--- src/rtl/ctl_ep_pkg.sv ---
// Shared types for the control endpoint packet buffer.
// Assumes: token codes are produced by an upstream decoder.
package ctl_ep_pkg;

    typedef enum logic [2:0] {
        ST_IDLE,
        ST_RXWAIT,
        ST_RX,
        ST_TX,
        ST_TXWAIT,
        ST_TXFILL
    } ep_state_t;

    typedef enum logic [1:0] {
        TK_NONE  = 2'b00,
        TK_OUT   = 2'b01,
        TK_IN    = 2'b10,
        TK_SETUP = 2'b11
    } tok_kind_t;

endpackage

--- src/rtl/ctl_ep_tokfilt.sv ---
// Token filter: turns a decoded token plus address-match flags into one
// accepted-event strobe per token kind.
// Assumes: tok_kind is valid for one cycle per token; no token is 2'b00.
module ctl_ep_tokfilt
    import ctl_ep_pkg::*;
(
    input  logic [1:0] tok_kind,
    input  logic       tok_own_addr,
    input  logic       tok_zero_addr,
    input  logic       dflt_en,
    output logic       acc_out,
    output logic       acc_in,
    output logic       acc_setup
);

    logic addr_ok;

    // Decide whether the token targets this endpoint, then split by kind.
    always_comb begin
        addr_ok   = tok_own_addr | (tok_zero_addr & dflt_en);
        acc_out   = addr_ok && (tok_kind == TK_OUT);
        acc_in    = addr_ok && (tok_kind == TK_IN);
        acc_setup = addr_ok && (tok_kind == TK_SETUP);
    end

endmodule

--- src/rtl/ctl_ep_store.sv ---
// Single-packet byte storage with a fill count and a read pointer.
// Writes append at the fill count; reads advance the read pointer, which
// never passes the fill count. clr empties it and wins over everything.
// Assumes: the controller drives at most one of rd_adv / rd_rewind usefully.
module ctl_ep_store #(
    parameter  int DEPTH = 8,
    localparam int CW    = $clog2(DEPTH + 1),
    localparam int AW    = (DEPTH > 1) ? $clog2(DEPTH) : 1
) (
    input  logic          clk,
    input  logic          rst_n,
    input  logic          clr,
    input  logic          wr_en,
    input  logic [7:0]    wr_data,
    input  logic          rd_adv,
    input  logic          rd_rewind,
    output logic [CW-1:0] cnt,
    output logic [7:0]    rd_data,
    output logic          full,
    output logic          drained,
    output logic          rd_last
);

    logic [7:0]    mem_q [DEPTH];
    logic [CW-1:0] cnt_q;
    logic [CW-1:0] rptr_q;
    logic          wr_ok;

    // Status decode from the two pointers.
    always_comb begin
        full    = (cnt_q == CW'(DEPTH));
        drained = (rptr_q == cnt_q);
        rd_last = (CW'(rptr_q + 1'b1) == cnt_q);
        wr_ok   = wr_en && !full && !clr;
        cnt     = cnt_q;
        rd_data = mem_q[rptr_q[AW-1:0]];
    end

    // Fill count and read pointer update.
    always_ff @(posedge clk) begin
        if (!rst_n) begin
            cnt_q  <= '0;
            rptr_q <= '0;
        end else if (clr) begin
            cnt_q  <= '0;
            rptr_q <= '0;
        end else begin
            if (wr_ok) begin
                cnt_q <= cnt_q + 1'b1;
            end
            if (rd_rewind) begin
                rptr_q <= '0;
            end else if (rd_adv && !drained) begin
                rptr_q <= rptr_q + 1'b1;
            end
        end
    end

    // Byte array write at the current fill position.
    always_ff @(posedge clk) begin
        if (!rst_n) begin
            for (int i = 0; i < DEPTH; i++) begin
                mem_q[i] <= '0;
            end
        end else if (wr_ok) begin
            mem_q[cnt_q[AW-1:0]] <= wr_data;
        end
    end

    p_cnt_bound_r12: assert property (@(posedge clk) disable iff (!rst_n)
        cnt_q <= CW'(DEPTH));

    p_full_hold_r12: assert property (@(posedge clk) disable iff (!rst_n)
        (wr_en && full && !clr) |=> (cnt_q == $past(cnt_q)));

    p_rptr_bound_r6: assert property (@(posedge clk) disable iff (!rst_n)
        rptr_q <= cnt_q);

    p_rewind_r8: assert property (@(posedge clk) disable iff (!rst_n)
        (rd_rewind && !clr) |=> (rptr_q == '0));

endmodule

--- src/rtl/ctl_ep_fsm.sv ---
// Six-state sequencer deciding which side owns the shared storage, plus
// the receive-ready / transmit-done pulses, byte count and overflow flag.
// Priority: flush, then SETUP (when allowed), then per-state events.
// Assumes: rx_eop never coincides with rx_byte_vld; the engine reports at
// most one of tx_end_ok / tx_end_err, and only while transmitting.
module ctl_ep_fsm
    import ctl_ep_pkg::*;
#(
    parameter  int DEPTH = 8,
    localparam int CW    = $clog2(DEPTH + 1)
) (
    input  logic          clk,
    input  logic          rst_n,
    input  logic          acc_out,
    input  logic          acc_in,
    input  logic          acc_setup,
    input  logic          rx_byte_vld,
    input  logic [7:0]    rx_byte,
    input  logic          rx_eop,
    input  logic          rx_crc_err,
    input  logic          rx_stuff_err,
    input  logic          sw_rx_en,
    input  logic          sw_tx_en,
    input  logic          sw_flush,
    input  logic          sw_wr_vld,
    input  logic [7:0]    sw_wr_data,
    input  logic          sw_rd_req,
    input  logic          tx_pull,
    input  logic          tx_end_ok,
    input  logic          tx_end_err,
    input  logic [CW-1:0] st_cnt,
    input  logic          st_full,
    input  logic          st_drained,
    input  logic          st_rd_last,
    output logic          st_clr,
    output logic          st_wr_en,
    output logic [7:0]    st_wr_data,
    output logic          st_rd_adv,
    output logic          st_rd_rewind,
    output logic          out_rdy,
    output logic          in_rdy,
    output logic          tx_busy,
    output logic          rx_ready,
    output logic          tx_done,
    output logic [CW-1:0] rx_count,
    output logic          ovf_flag
);

    ep_state_t     state_q, state_n;
    logic          got_q, got_n;
    logic          rdy_q, rdy_n;
    logic          done_q, done_n;
    logic          ovf_q, ovf_n;
    logic [CW-1:0] rcnt_q, rcnt_n;
    logic          setup_ok;

    // Next-state and storage-control decode.
    always_comb begin
        state_n      = state_q;
        got_n        = got_q;
        rdy_n        = 1'b0;
        done_n       = 1'b0;
        ovf_n        = ovf_q;
        rcnt_n       = rcnt_q;
        st_clr       = 1'b0;
        st_wr_en     = 1'b0;
        st_wr_data   = sw_wr_data;
        st_rd_adv    = 1'b0;
        st_rd_rewind = 1'b0;
        setup_ok     = acc_setup && (state_q inside {ST_IDLE, ST_RXWAIT,
                                                      ST_TXFILL, ST_TXWAIT});
        if (sw_flush) begin
            state_n = ST_IDLE;
            st_clr  = 1'b1;
            got_n   = 1'b0;
            ovf_n   = 1'b0;
            rcnt_n  = '0;
        end else if (setup_ok) begin
            state_n = ST_RX;
            st_clr  = 1'b1;
            got_n   = 1'b0;
            rcnt_n  = '0;
        end else begin
            case (state_q)
                ST_IDLE: begin
                    if (sw_wr_vld) begin
                        state_n  = ST_TXFILL;
                        st_wr_en = 1'b1;
                    end else if (sw_tx_en) begin
                        state_n = ST_TXWAIT;
                    end else if (sw_rx_en) begin
                        state_n = ST_RXWAIT;
                    end
                end
                ST_TXFILL: begin
                    if (sw_wr_vld) begin
                        if (st_full) begin
                            ovf_n = 1'b1;
                        end else begin
                            st_wr_en = 1'b1;
                        end
                    end
                    if (sw_tx_en) begin
                        state_n = ST_TXWAIT;
                    end
                end
                ST_TXWAIT: begin
                    if (acc_in) begin
                        state_n      = ST_TX;
                        st_rd_rewind = 1'b1;
                    end
                end
                ST_TX: begin
                    if (tx_end_ok) begin
                        state_n = ST_IDLE;
                        st_clr  = 1'b1;
                        done_n  = 1'b1;
                    end else if (tx_end_err) begin
                        state_n      = ST_TXWAIT;
                        st_rd_rewind = 1'b1;
                    end else if (tx_pull && !st_drained) begin
                        st_rd_adv = 1'b1;
                    end
                end
                ST_RXWAIT: begin
                    if (acc_out) begin
                        state_n = ST_RX;
                        st_clr  = 1'b1;
                        got_n   = 1'b0;
                        rcnt_n  = '0;
                    end
                end
                ST_RX: begin
                    if (!got_q) begin
                        if (rx_eop) begin
                            if (rx_crc_err || rx_stuff_err) begin
                                state_n = ST_RXWAIT;
                                st_clr  = 1'b1;
                            end else begin
                                rdy_n  = 1'b1;
                                rcnt_n = st_cnt;
                                if (st_cnt == '0) begin
                                    state_n = ST_IDLE;
                                end else begin
                                    got_n = 1'b1;
                                end
                            end
                        end else if (rx_byte_vld) begin
                            if (st_full) begin
                                ovf_n = 1'b1;
                            end else begin
                                st_wr_en   = 1'b1;
                                st_wr_data = rx_byte;
                            end
                        end
                    end else if (sw_rd_req && !st_drained) begin
                        st_rd_adv = 1'b1;
                        if (st_rd_last) begin
                            state_n = ST_IDLE;
                            st_clr  = 1'b1;
                            got_n   = 1'b0;
                        end
                    end
                end
                default: state_n = ST_IDLE;
            endcase
        end
    end

    // Register the sequencer state and the reported status.
    always_ff @(posedge clk) begin
        if (!rst_n) begin
            state_q <= ST_IDLE;
            got_q   <= 1'b0;
            rdy_q   <= 1'b0;
            done_q  <= 1'b0;
            ovf_q   <= 1'b0;
            rcnt_q  <= '0;
        end else begin
            state_q <= state_n;
            got_q   <= got_n;
            rdy_q   <= rdy_n;
            done_q  <= done_n;
            ovf_q   <= ovf_n;
            rcnt_q  <= rcnt_n;
        end
    end

    // Output decode toward the engine and software.
    always_comb begin
        out_rdy  = (state_q == ST_RXWAIT);
        in_rdy   = (state_q == ST_TXWAIT);
        tx_busy  = (state_q == ST_TX);
        rx_ready = rdy_q;
        tx_done  = done_q;
        rx_count = rcnt_q;
        ovf_flag = ovf_q;
    end

    p_rdy_pulse_r2: assert property (@(posedge clk) disable iff (!rst_n)
        rdy_q |=> !rdy_q);

    p_bad_eop_r3: assert property (@(posedge clk) disable iff (!rst_n)
        (state_q == ST_RX && !got_q && rx_eop && (rx_crc_err || rx_stuff_err)
         && !sw_flush) |=> (state_q == ST_RXWAIT && !rdy_q));

    p_txerr_r8: assert property (@(posedge clk) disable iff (!rst_n)
        (state_q == ST_TX && tx_end_err && !tx_end_ok && !sw_flush)
        |=> (state_q == ST_TXWAIT));

    p_done_pulse_r9: assert property (@(posedge clk) disable iff (!rst_n)
        done_q |=> !done_q);

    p_ovf_sticky_r12: assert property (@(posedge clk) disable iff (!rst_n)
        (ovf_q && !sw_flush) |=> ovf_q);

    p_tx_entry_r13: assert property (@(posedge clk) disable iff (!rst_n)
        (state_q != ST_TXWAIT && state_q != ST_TX) |=> (state_q != ST_TX));

endmodule

--- src/rtl/ctl_ep_buf.sv ---
// Control endpoint packet buffer: token filter, sequencer and one shared
// DEPTH-byte packet store. Transmit and software read data are taken
// straight from the store at the read pointer.
// Assumes: one engine event per cycle as listed in ctl_ep_fsm.
module ctl_ep_buf #(
    parameter  int DEPTH = 8,
    localparam int CW    = $clog2(DEPTH + 1)
) (
    input  logic          clk,
    input  logic          rst_n,
    input  logic          cfg_dflt_en,
    input  logic [1:0]    tok_kind,
    input  logic          tok_own_addr,
    input  logic          tok_zero_addr,
    input  logic          rx_byte_vld,
    input  logic [7:0]    rx_byte,
    input  logic          rx_eop,
    input  logic          rx_crc_err,
    input  logic          rx_stuff_err,
    input  logic          tx_pull,
    input  logic          tx_end_ok,
    input  logic          tx_end_err,
    input  logic          sw_rx_en,
    input  logic          sw_tx_en,
    input  logic          sw_flush,
    input  logic          sw_wr_vld,
    input  logic [7:0]    sw_wr_data,
    input  logic          sw_rd_req,
    output logic          out_rdy,
    output logic          in_rdy,
    output logic          tx_busy,
    output logic [7:0]    tx_byte,
    output logic          tx_empty,
    output logic          tx_done,
    output logic          rx_ready,
    output logic [CW-1:0] rx_count,
    output logic [7:0]    sw_rd_data,
    output logic          ovf_flag
);

    logic          acc_out, acc_in, acc_setup;
    logic          st_clr, st_wr_en, st_rd_adv, st_rd_rewind;
    logic [7:0]    st_wr_data, st_rd_data;
    logic [CW-1:0] st_cnt;
    logic          st_full, st_drained, st_rd_last;

    ctl_ep_tokfilt u_tokfilt (
        .tok_kind      (tok_kind),
        .tok_own_addr  (tok_own_addr),
        .tok_zero_addr (tok_zero_addr),
        .dflt_en       (cfg_dflt_en),
        .acc_out       (acc_out),
        .acc_in        (acc_in),
        .acc_setup     (acc_setup)
    );

    ctl_ep_fsm #(.DEPTH(DEPTH)) u_fsm (
        .clk          (clk),
        .rst_n        (rst_n),
        .acc_out      (acc_out),
        .acc_in       (acc_in),
        .acc_setup    (acc_setup),
        .rx_byte_vld  (rx_byte_vld),
        .rx_byte      (rx_byte),
        .rx_eop       (rx_eop),
        .rx_crc_err   (rx_crc_err),
        .rx_stuff_err (rx_stuff_err),
        .sw_rx_en     (sw_rx_en),
        .sw_tx_en     (sw_tx_en),
        .sw_flush     (sw_flush),
        .sw_wr_vld    (sw_wr_vld),
        .sw_wr_data   (sw_wr_data),
        .sw_rd_req    (sw_rd_req),
        .tx_pull      (tx_pull),
        .tx_end_ok    (tx_end_ok),
        .tx_end_err   (tx_end_err),
        .st_cnt       (st_cnt),
        .st_full      (st_full),
        .st_drained   (st_drained),
        .st_rd_last   (st_rd_last),
        .st_clr       (st_clr),
        .st_wr_en     (st_wr_en),
        .st_wr_data   (st_wr_data),
        .st_rd_adv    (st_rd_adv),
        .st_rd_rewind (st_rd_rewind),
        .out_rdy      (out_rdy),
        .in_rdy       (in_rdy),
        .tx_busy      (tx_busy),
        .rx_ready     (rx_ready),
        .tx_done      (tx_done),
        .rx_count     (rx_count),
        .ovf_flag     (ovf_flag)
    );

    ctl_ep_store #(.DEPTH(DEPTH)) u_store (
        .clk       (clk),
        .rst_n     (rst_n),
        .clr       (st_clr),
        .wr_en     (st_wr_en),
        .wr_data   (st_wr_data),
        .rd_adv    (st_rd_adv),
        .rd_rewind (st_rd_rewind),
        .cnt       (st_cnt),
        .rd_data   (st_rd_data),
        .full      (st_full),
        .drained   (st_drained),
        .rd_last   (st_rd_last)
    );

    // Both consumers see the byte at the read pointer.
    always_comb begin
        tx_byte    = st_rd_data;
        sw_rd_data = st_rd_data;
        tx_empty   = st_drained;
    end

endmodule

--- config.mk ---
export PLATFORM = sky130hd
export DESIGN_NAME = ctl_ep_buf
export DESIGN_NICKNAME = d
export VERILOG_FILES = /design/src/rtl/ctl_ep_pkg.sv /design/src/rtl/ctl_ep_tokfilt.sv /design/src/rtl/ctl_ep_store.sv /design/src/rtl/ctl_ep_fsm.sv /design/src/rtl/ctl_ep_buf.sv
export SDC_FILE = /design/constraint.sdc
export NUM_CORES = 1
export LEC_CHECK = 0
export ABC_AREA = 1
export BUFFER_PORTS_ARGS = -buffer_cell sky130_fd_sc_hd__buf_2
export CORE_ASPECT_RATIO = 0.5
export CORE_MARGIN = 5
export CORE_UTILIZATION = 58
export CTS_CLUSTER_SIZE = 30
export DETAILED_ROUTE_END_ITERATION = 12
export PLACE_DENSITY = 0.8
export REMOVE_ABC_BUFFERS = 1
export SLEW_MARGIN = 20
export SYNTH_ARGS = -nofsm -noshare
export SYNTH_HDL_FRONTEND = slang
export SYNTH_SLANG_ARGS = --single-unit
--- constraint.sdc ---
create_clock -name clk -period 3.5 [get_ports clk]
set_clock_uncertainty 0.2 [all_clocks]
set_input_delay 0.35 -clock clk [delete_from_list [all_inputs] [get_ports clk]]
set_output_delay 0.35 -clock clk [all_outputs]
set_load 0.01 [all_outputs]
==> impl_results.rst, run 1 <==
.. list-table::
   :header-rows: 1

   * - Metric
     - Value
   * - Power share of the combinational group
     - approximately 12%
   * - Post-DR vias/cell
     - between 5 and 6
   * - CP Class
     - register to register
   * - Synth warn
     - 0
   * - CTS max path bufs
     - 2
   * - Number of sinks on the clock net
     - 86
   * - Number of endpoints failing setup at the final stage
     - 0
   * - Cell leakage power
     - roughly 0.0023 uW
   * - Die Footprint
     - around 10000 um2
   * - Headroom to the max-slew limit
     - a little under half
   * - Most common cell after layout, fill and taps aside
     - sky130_fd_sc_hd__nor2_1
   * - Top library cells by usage in the layout, fill and taps aside
     - sky130_fd_sc_hd__nor2_1 (159), sky130_fd_sc_hd__nand2_1 (74), sky130_fd_sc_hd__edfxtp_1 (64), sky130_fd_sc_hd__buf_2 (61), sky130_fd_sc_hd__o21ai_0 (37)
   * - Pint
     - approximately 1800 uW
   * - Final weighted congestion in routability-driven placement
     - 0.927
   * - Unique masters post-synth
     - 33
   * - Number of placement rows
     - 22
   * - Area growth from synthesis to final layout
     - 14.2%
   * - Worst Path Max Fanout
     - 9
   * - Status
     - finished clean
   * - Total vias in the final route
     - roughly 3800
   * - Max-cap violation count
     - 0
   * - Pwr/cell area
     - 457 nW/um2
   * - Number of instances resized during post-cts repair
     - 0
   * - Number of DRC markers after the initial detailed-route iteration
     - approximately 360
   * - Remaining DRCs
     - 0
   * - Post-detail-place hpwl
     - between 8 and 9 mm
   * - Net switching share of the total power
     - between 20% and 30%
   * - Antenna violations before repair
     - 0
   * - Later-pin clock latency in the skew report
     - 0.34 ns
   * - Starting density of the core
     - 61.0%
   * - Worst setup path startpoint
     - u_store.cnt[0]
   * - Worst vdd ir
     - 0.296 mV
   * - Root buffer cell
     - sky130_fd_sc_hd__clkbuf_16
   * - Total inserted antenna cells
     - 0
   * - Proportion of synthesized chip area in sequential cells
     - approximately half
   * - Tmin final
     - 2.75 ns
   * - Number of pins exceeding their max-slew limit in the final report
     - 0
   * - Proportion of layout cells with a drive suffix above 1
     - a little under a fifth
   * - Total clock buffers created by CTS
     - 9
   * - Fin. Hold Viols
     - 0
   * - Worst endpoint data arrival time
     - around 2.6 ns
   * - Port buffer count
     - 61
   * - Overall fraction of global-route tracks in use
     - between 20% and 30%
   * - Per-instance average area after synthesis
     - between 8 and 9 um2
   * - Highest attainable clock frequency
     - between 0.3 and 0.4 GHz
   * - Leftover overflow at the end of global routing
     - 0
   * - Final total negative setup slack
     - 0 ns
   * - Detailed Routing Iterations Pass 1
     - 8
   * - Hold Path Class
     - input pin to register
   * - Syn Std Cell Area
     - ~4600 um2
   * - Register share of total power
     - 48.3%
   * - Worst Min Path Start
     - tx_end_ok
   * - Setup repair after global routing missed its margin
     - no
   * - Final ANT Viol Nets
     - 0
   * - Startpoint of the worst register-to-register path
     - u_store.cnt[0]
   * - Period Utilization, post-route
     - 78.6%
   * - Relative contribution of the clock network to total power
     - approximately two fifths
   * - Mean routed wirelength per cell
     - 16.3 um
   * - Endpoint class of the critical path
     - register
   * - Pin slew with the least headroom to its limit
     - just under 0.8 ns
   * - CTS clock-pin slew for the worst setup and hold paths
     - 0.07 ns
   * - Maximum level of the CTS H-tree
     - 3
   * - Total net switching power
     - 608 uW
   * - Hold buffer count at CTS
     - 0
   * - Die boundary width
     - ~140 um
   * - Endpoint required time on the critical path
     - between 3 and 4 ns
   * - Largest net degree at the start of global routing
     - 33
   * - Final hold slack
     - between 0.09 and 0.1 ns
   * - Placeable Area
     - approximately 7500 um2
   * - Number of flip-flops and latches in the synthesized netlist
     - 86
   * - First-pass GRT wire length
     - between 15 and 20 mm
   * - Vias in the first global route
     - ~3600
   * - Element type at the critical path start
     - register
   * - Ports placed on the boundary
     - 62
   * - Mapped Cells
     - between 500 and 600
   * - Setup Fix Bufs, Post-CTS
     - 0
   * - Final routed wirelength across all metal layers
     - 11.2 mm
   * - Die span in y
     - about 73 um
   * - CTS tree
     - yes
   * - Number of nets in the layout
     - 610
==> layout make-up <==
type                            instances  area (um2)
Fill cell                             584        2270
Clock buffer                            9         225
Inverter                               39         150
Multi-Input combinational cell        373        1950
Tap cell                              108         135
Sequential cell                        86        2360
Clock inverter                          7        71.3
Timing Repair Buffer                   63         320
==> Yosys cell counts, drive strengths merged <==
cell	count	area share [%]
nor3b	1	0.16
nand3	24	2.9
inv	38	3.2
edfxtp	64	42
nand4	7	1.4
ha	3	0.82
o21ai	37	4.1
xnor2	1	0.19
mux2i	8	3.9
a22oi	5	0.82
nor2	164	15
a311oi	1	0.19
dfxtp	22	9.6
buf	10	1.5
a31oi	9	1.2
nor3	4	0.44
clkinv	1	0.11
nand2	85	8.7
a21oi	13	1.4
o22ai	9	1.2
clkbuf	9	0.74
xor2	2	0.38
==> sequential cells by signal, indices dropped and copies added, names as in the netlist, named ones only <==
name and cells:
u_fsm.state_q 3, u_fsm.rx_count 4, u_fsm.tx_done 1, u_store.cnt 4, u_fsm.got_q 1, u_fsm.ovf_flag 1, u_store.rptr_q 4, u_fsm.rx_ready 1
u_store.mem_q 64
==> through the flow <==
stage / util (%) / area [um2] / total power, uW / cells / setup slack (ns)
after floorplan: - / 4460 / 1340 / 498 / 0.997
after global placement: 65.7 / 4920 / 1430 / 669 / 0.861
after detailed placement: 65.7 / 4920 / 1440 / 669 / 0.776
after CTS: 69.6 / 5210 / 2380 / 685 / 0.766
after global routing: 69.6 / 5210 / 2460 / 685 / 0.545
final: 69.6 / 5210 / 2380 / 685 / 0.750
==> cell families (layout without fill, tap and decap cells) <==
group / count (synthesis) / after routing / synth area share, %
XOR/XNOR: 3 / 3 / 0.576
flip-flops: 86 / 86 / 51.7
AND/OR/NAND/NOR: 285 / 285 / 28.4
multiplexers: 8 / 8 / 3.95
buffers and inverters: 58 / 118 / 5.56
AO/OA/AOI/OAI: 74 / 74 / 8.96
adder cells (fa/ha/maj): 3 / 3 / 0.822
==> worst max-delay path, cell delays in order (launching register included) <==
cell and delay, ns:
sky130_fd_sc_hd__dfxtp_1 0.54, sky130_fd_sc_hd__inv_2 0.16, sky130_fd_sc_hd__ha_1 0.24, sky130_fd_sc_hd__nand3_1 0.19, sky130_fd_sc_hd__nand2_1 0.08, sky130_fd_sc_hd__nor2_1 0.11, sky130_fd_sc_hd__nand2_2 0.10, sky130_fd_sc_hd__clkinv_2 0.10
sky130_fd_sc_hd__nand2_4 0.09, sky130_fd_sc_hd__nor2_8 0.20, sky130_fd_sc_hd__nand2_4 0.11, sky130_fd_sc_hd__nand2_1 0.29
==> power by group through the flow <==
stage | registers [uW] | logic, uW | clock network (uW)
3_5_place_dp | 1170 | 267 | 0
3_3_place_gp | 1170 | 263 | 0
6_report | 1150 | 273 | 959
5_1_grt | 1150 | 299 | 1010
4_1_cts | 1150 | 270 | 958
2_1_floorplan | 1170 | 176 | 0
==> final timing paths <==
path / end / slack (ns) / depth (start not counted)
worst max register to register: u_store.mem_q[1][5] / 0.75 / 11
worst min register to register: u_fsm.ovf_flag / 0.28 / 2
worst max-delay path: u_store.mem_q[1][5] / 0.75 / 11
worst min-delay path: u_fsm.tx_done / 0.1 / 3
==> per-layer routing <==
layer  vias up  track usage, %  part of all wire, %
li1       1839               -                    -
met1      1734            33.1                   42
met2       231            37.0                   44
met3        25            7.16                   12
met4         0            6.15                  1.6
met5         -               0                    0
(Power assumes the default switching activity.)
==> run 2: changes to the inputs <==
==> constraint.sdc (replaced) <==
create_clock -name clk -period 2.71 [get_ports clk]
set_clock_uncertainty 0.2 [all_clocks]
set_input_delay 0.271 -clock clk [delete_from_list [all_inputs] [get_ports clk]]
set_output_delay 0.271 -clock clk [all_outputs]
set_load 0.01 [all_outputs]
==> impl_results.rst, run 2 (synthesized netlist as in run 1, its figures left out) <==
.. list-table::
   :header-rows: 1

   * - Metric
     - Value
   * - Maximum level of the CTS H-tree
     - 3 (unchanged)
   * - Worst Path Max Fanout
     - 9 (unchanged)
   * - First-pass GRT wire length
     - 17.6 mm (-2.3%)
   * - CTS tree
     - yes
   * - Headroom to the max-slew limit
     - 63.0% (+16 points)
   * - Tmin final
     - 2.52 ns (-0.234 ns)
   * - Post-detail-place hpwl
     - 8.27 mm (+2.4%)
   * - Ports placed on the boundary
     - 62 (unchanged)
   * - Detailed Routing Iterations Pass 1
     - 5 (-3)
   * - Place WS
     - 0.274 ns (-0.503 ns)
   * - Final instance area
     - 5300 um2 (+1.7%)
   * - Setup Fix Bufs, Post-CTS
     - 0 (unchanged)
   * - Minimum setup slack in the final design
     - 0.194 ns (-0.556 ns)
   * - Number of endpoints failing setup at the final stage
     - 0 (unchanged)
   * - Final routed wirelength across all metal layers
     - 11.0 mm (-1.3%)
   * - Remaining DRCs
     - 0 (unchanged)
   * - Endpoint required time on the critical path
     - 2.52 ns (-0.79 ns)
   * - Placed cell areas
     - 4950 um2 (+0.76%)
   * - Period Utilization, post-route
     - 92.8% (+14 points)
   * - Port buffer count
     - 61 (unchanged)
   * - Number of nets in the layout
     - 615 (+0.82%)
   * - Element type at the critical path start
     - register
   * - Overall fraction of global-route tracks in use
     - 23.6% (-0.29 points)
   * - Status
     - finished clean
   * - Hold buffer count at CTS
     - 0 (unchanged)
   * - Later-pin clock latency in the skew report
     - 0.34 ns (about the same)
   * - Most common cell after layout, fill and taps aside
     - sky130_fd_sc_hd__nor2_1
   * - Total inserted antenna cells
     - 0 (unchanged)
   * - Area taken by flip-flops and latches
     - 2360 um2 (about the same)
   * - Leftover overflow at the end of global routing
     - 0 (unchanged)
   * - Number of DRC markers after the initial detailed-route iteration
     - 406 (+12%)
   * - Starting density of the core
     - 61.0% (unchanged)
   * - CTS clock-pin slew for the worst setup and hold paths
     - 0.06 ns (about the same)
   * - Biggest register
     - u_store.mem_q
   * - Final ANT Viol Nets
     - 0 (unchanged)
   * - Mean routed wirelength per cell
     - 16.0 um (-2.0%)
   * - Die Footprint
     - 9850 um2 (unchanged)
   * - Flip-flop count of the largest register after layout
     - 64 (unchanged)
   * - Placeable Area
     - 7490 um2 (unchanged)
   * - Vias in the first global route
     - 3581 (+0.34%)
   * - Antenna violations before repair
     - 0 (unchanged)
   * - CP Class
     - register to register
   * - Filler Cells Inserted
     - 581 (-0.51%)
   * - Final weighted congestion in routability-driven placement
     - 0.954 (+2.8%)
   * - Worst endpoint data arrival time
     - 2.32 ns (-0.24 ns)
   * - Hold Path Class
     - input pin to register
   * - CTS max path bufs
     - 2 (unchanged)
   * - Max-cap violation count
     - 0 (unchanged)
   * - Endpoint class of the critical path
     - register
   * - Post-DR vias/cell
     - 5.51 (-1.5%)
   * - Total area of multi-input combinational cells
     - 1950 um2 (unchanged)
   * - Total vias in the final route
     - 3800 (-0.76%)
   * - Total power draw
     - 3260 uW (+37%)
   * - Die boundary width
     - 135 um (unchanged)
   * - Number of placement rows
     - 22 (unchanged)
   * - Largest net degree at the start of global routing
     - 24 (-27%)
   * - Root buffer cell
     - sky130_fd_sc_hd__clkbuf_16
   * - Area growth from synthesis to final layout
     - 16.1%
   * - Worst vdd ir
     - 0.357 mV (+21%)
   * - Number of sinks on the clock net
     - 86 (unchanged)
   * - Highest attainable clock frequency
     - 0.397 GHz (+9.3%)
   * - Top library cells by usage in the layout, fill and taps aside
     - sky130_fd_sc_hd__nor2_1 (159), sky130_fd_sc_hd__nand2_1 (74), sky130_fd_sc_hd__edfxtp_1 (64), sky130_fd_sc_hd__buf_2 (61), sky130_fd_sc_hd__o21ai_0 (37)
   * - Fin. Hold Viols
     - 0 (unchanged)
   * - Total clock buffers created by CTS
     - 9 (unchanged)
   * - Setup repair after global routing missed its margin
     - no
   * - Pwr/cell area
     - 614 nW/um2 (+34%)
   * - Cell leakage power
     - 0.00230 uW (+2.0%)
   * - Proportion of layout cells with a drive suffix above 1
     - 19.8% (+0.87 points)
   * - Die span in y
     - 72.7 um (unchanged)
   * - Number of pins exceeding their max-slew limit in the final report
     - 0 (unchanged)
   * - Final total negative setup slack
     - 0 ns (unchanged)
   * - Pin slew with the least headroom to its limit
     - 0.551 ns (-0.238 ns)
[run 2: changes by cell type in the layout (fill, tap and decap cells not counted), sizes merged]
cell | before | now
clkinv | 4 | 2
buf | 63 | 68
bufinv | 1 | 3
[run 2: layer usage]
metal	track usage, %	vias up	part of all wire [%]
met1	31.4	1714	42
li1	-	1850	-
met3	7.78	18	12
met2	37.9	218	44
met5	0	-	0
met4	5.36	0	1.4
[run 2: report_power, final]
group	total, uW	internal [uW]	switching, uW
logic	355	119	236
registers	1480	1460	25.2
clock network	1420	904	514
[run 2: timing repair]
| item | in CTS | in global routing |
|---|---|---|
| endpoints found under the hold margin | 0 | 0 |
| endpoints found under the setup margin | 0 | 12 |
| resized for setup | 0 | 1 |
[run 2: worst paths after layout]
path | to | startpoint | cells past startpoint | slack [ns]
setup / recovery | u_store.mem_q[5][0] | u_store.cnt[0] | 11 | 0.19
hold / removal | u_fsm.rx_ready | rx_eop | 3 | 0.02
setup reg to reg | u_store.mem_q[5][0] | u_store.cnt[0] | 11 | 0.19
hold reg to reg | u_fsm.ovf_flag | u_fsm.ovf_flag | 2 | 0.28
[run 2: layout make-up]
class	instances	area share, %
flip-flops and latches	86	44.6
multi-input cells	373	36.8
repair buffers	68	6.75
clock buffers	9	4.25
inverters	39	2.83
well taps	108	2.55
clock inverters	7	2.24
[run 2: critical path, cell delays in order, from the launching register on]
cell                       delay [ns]
sky130_fd_sc_hd__dfxtp_1         0.37
sky130_fd_sc_hd__inv_2           0.10
sky130_fd_sc_hd__ha_1            0.23
sky130_fd_sc_hd__nand3_1         0.18
sky130_fd_sc_hd__nand2_1         0.09
sky130_fd_sc_hd__nor2_1          0.11
sky130_fd_sc_hd__nand2_2         0.10
sky130_fd_sc_hd__clkinv_2        0.10
sky130_fd_sc_hd__nand2_4         0.10
sky130_fd_sc_hd__nor2_8          0.20
sky130_fd_sc_hd__nand2_4         0.11
sky130_fd_sc_hd__nand2_1         0.29
[run 2: stage by stage]
stage | hold slack [ns] | std cells | utilization, %
floorplan | 0.209 | 498 | -
global route | 0.0256 | 690 | 70.8
global placement | 0.253 | 674 | 66.2
detailed placement | 0.273 | 674 | 66.2
finish | 0.0152 | 690 | 70.8
CTS | 0.00551 | 690 | 70.8
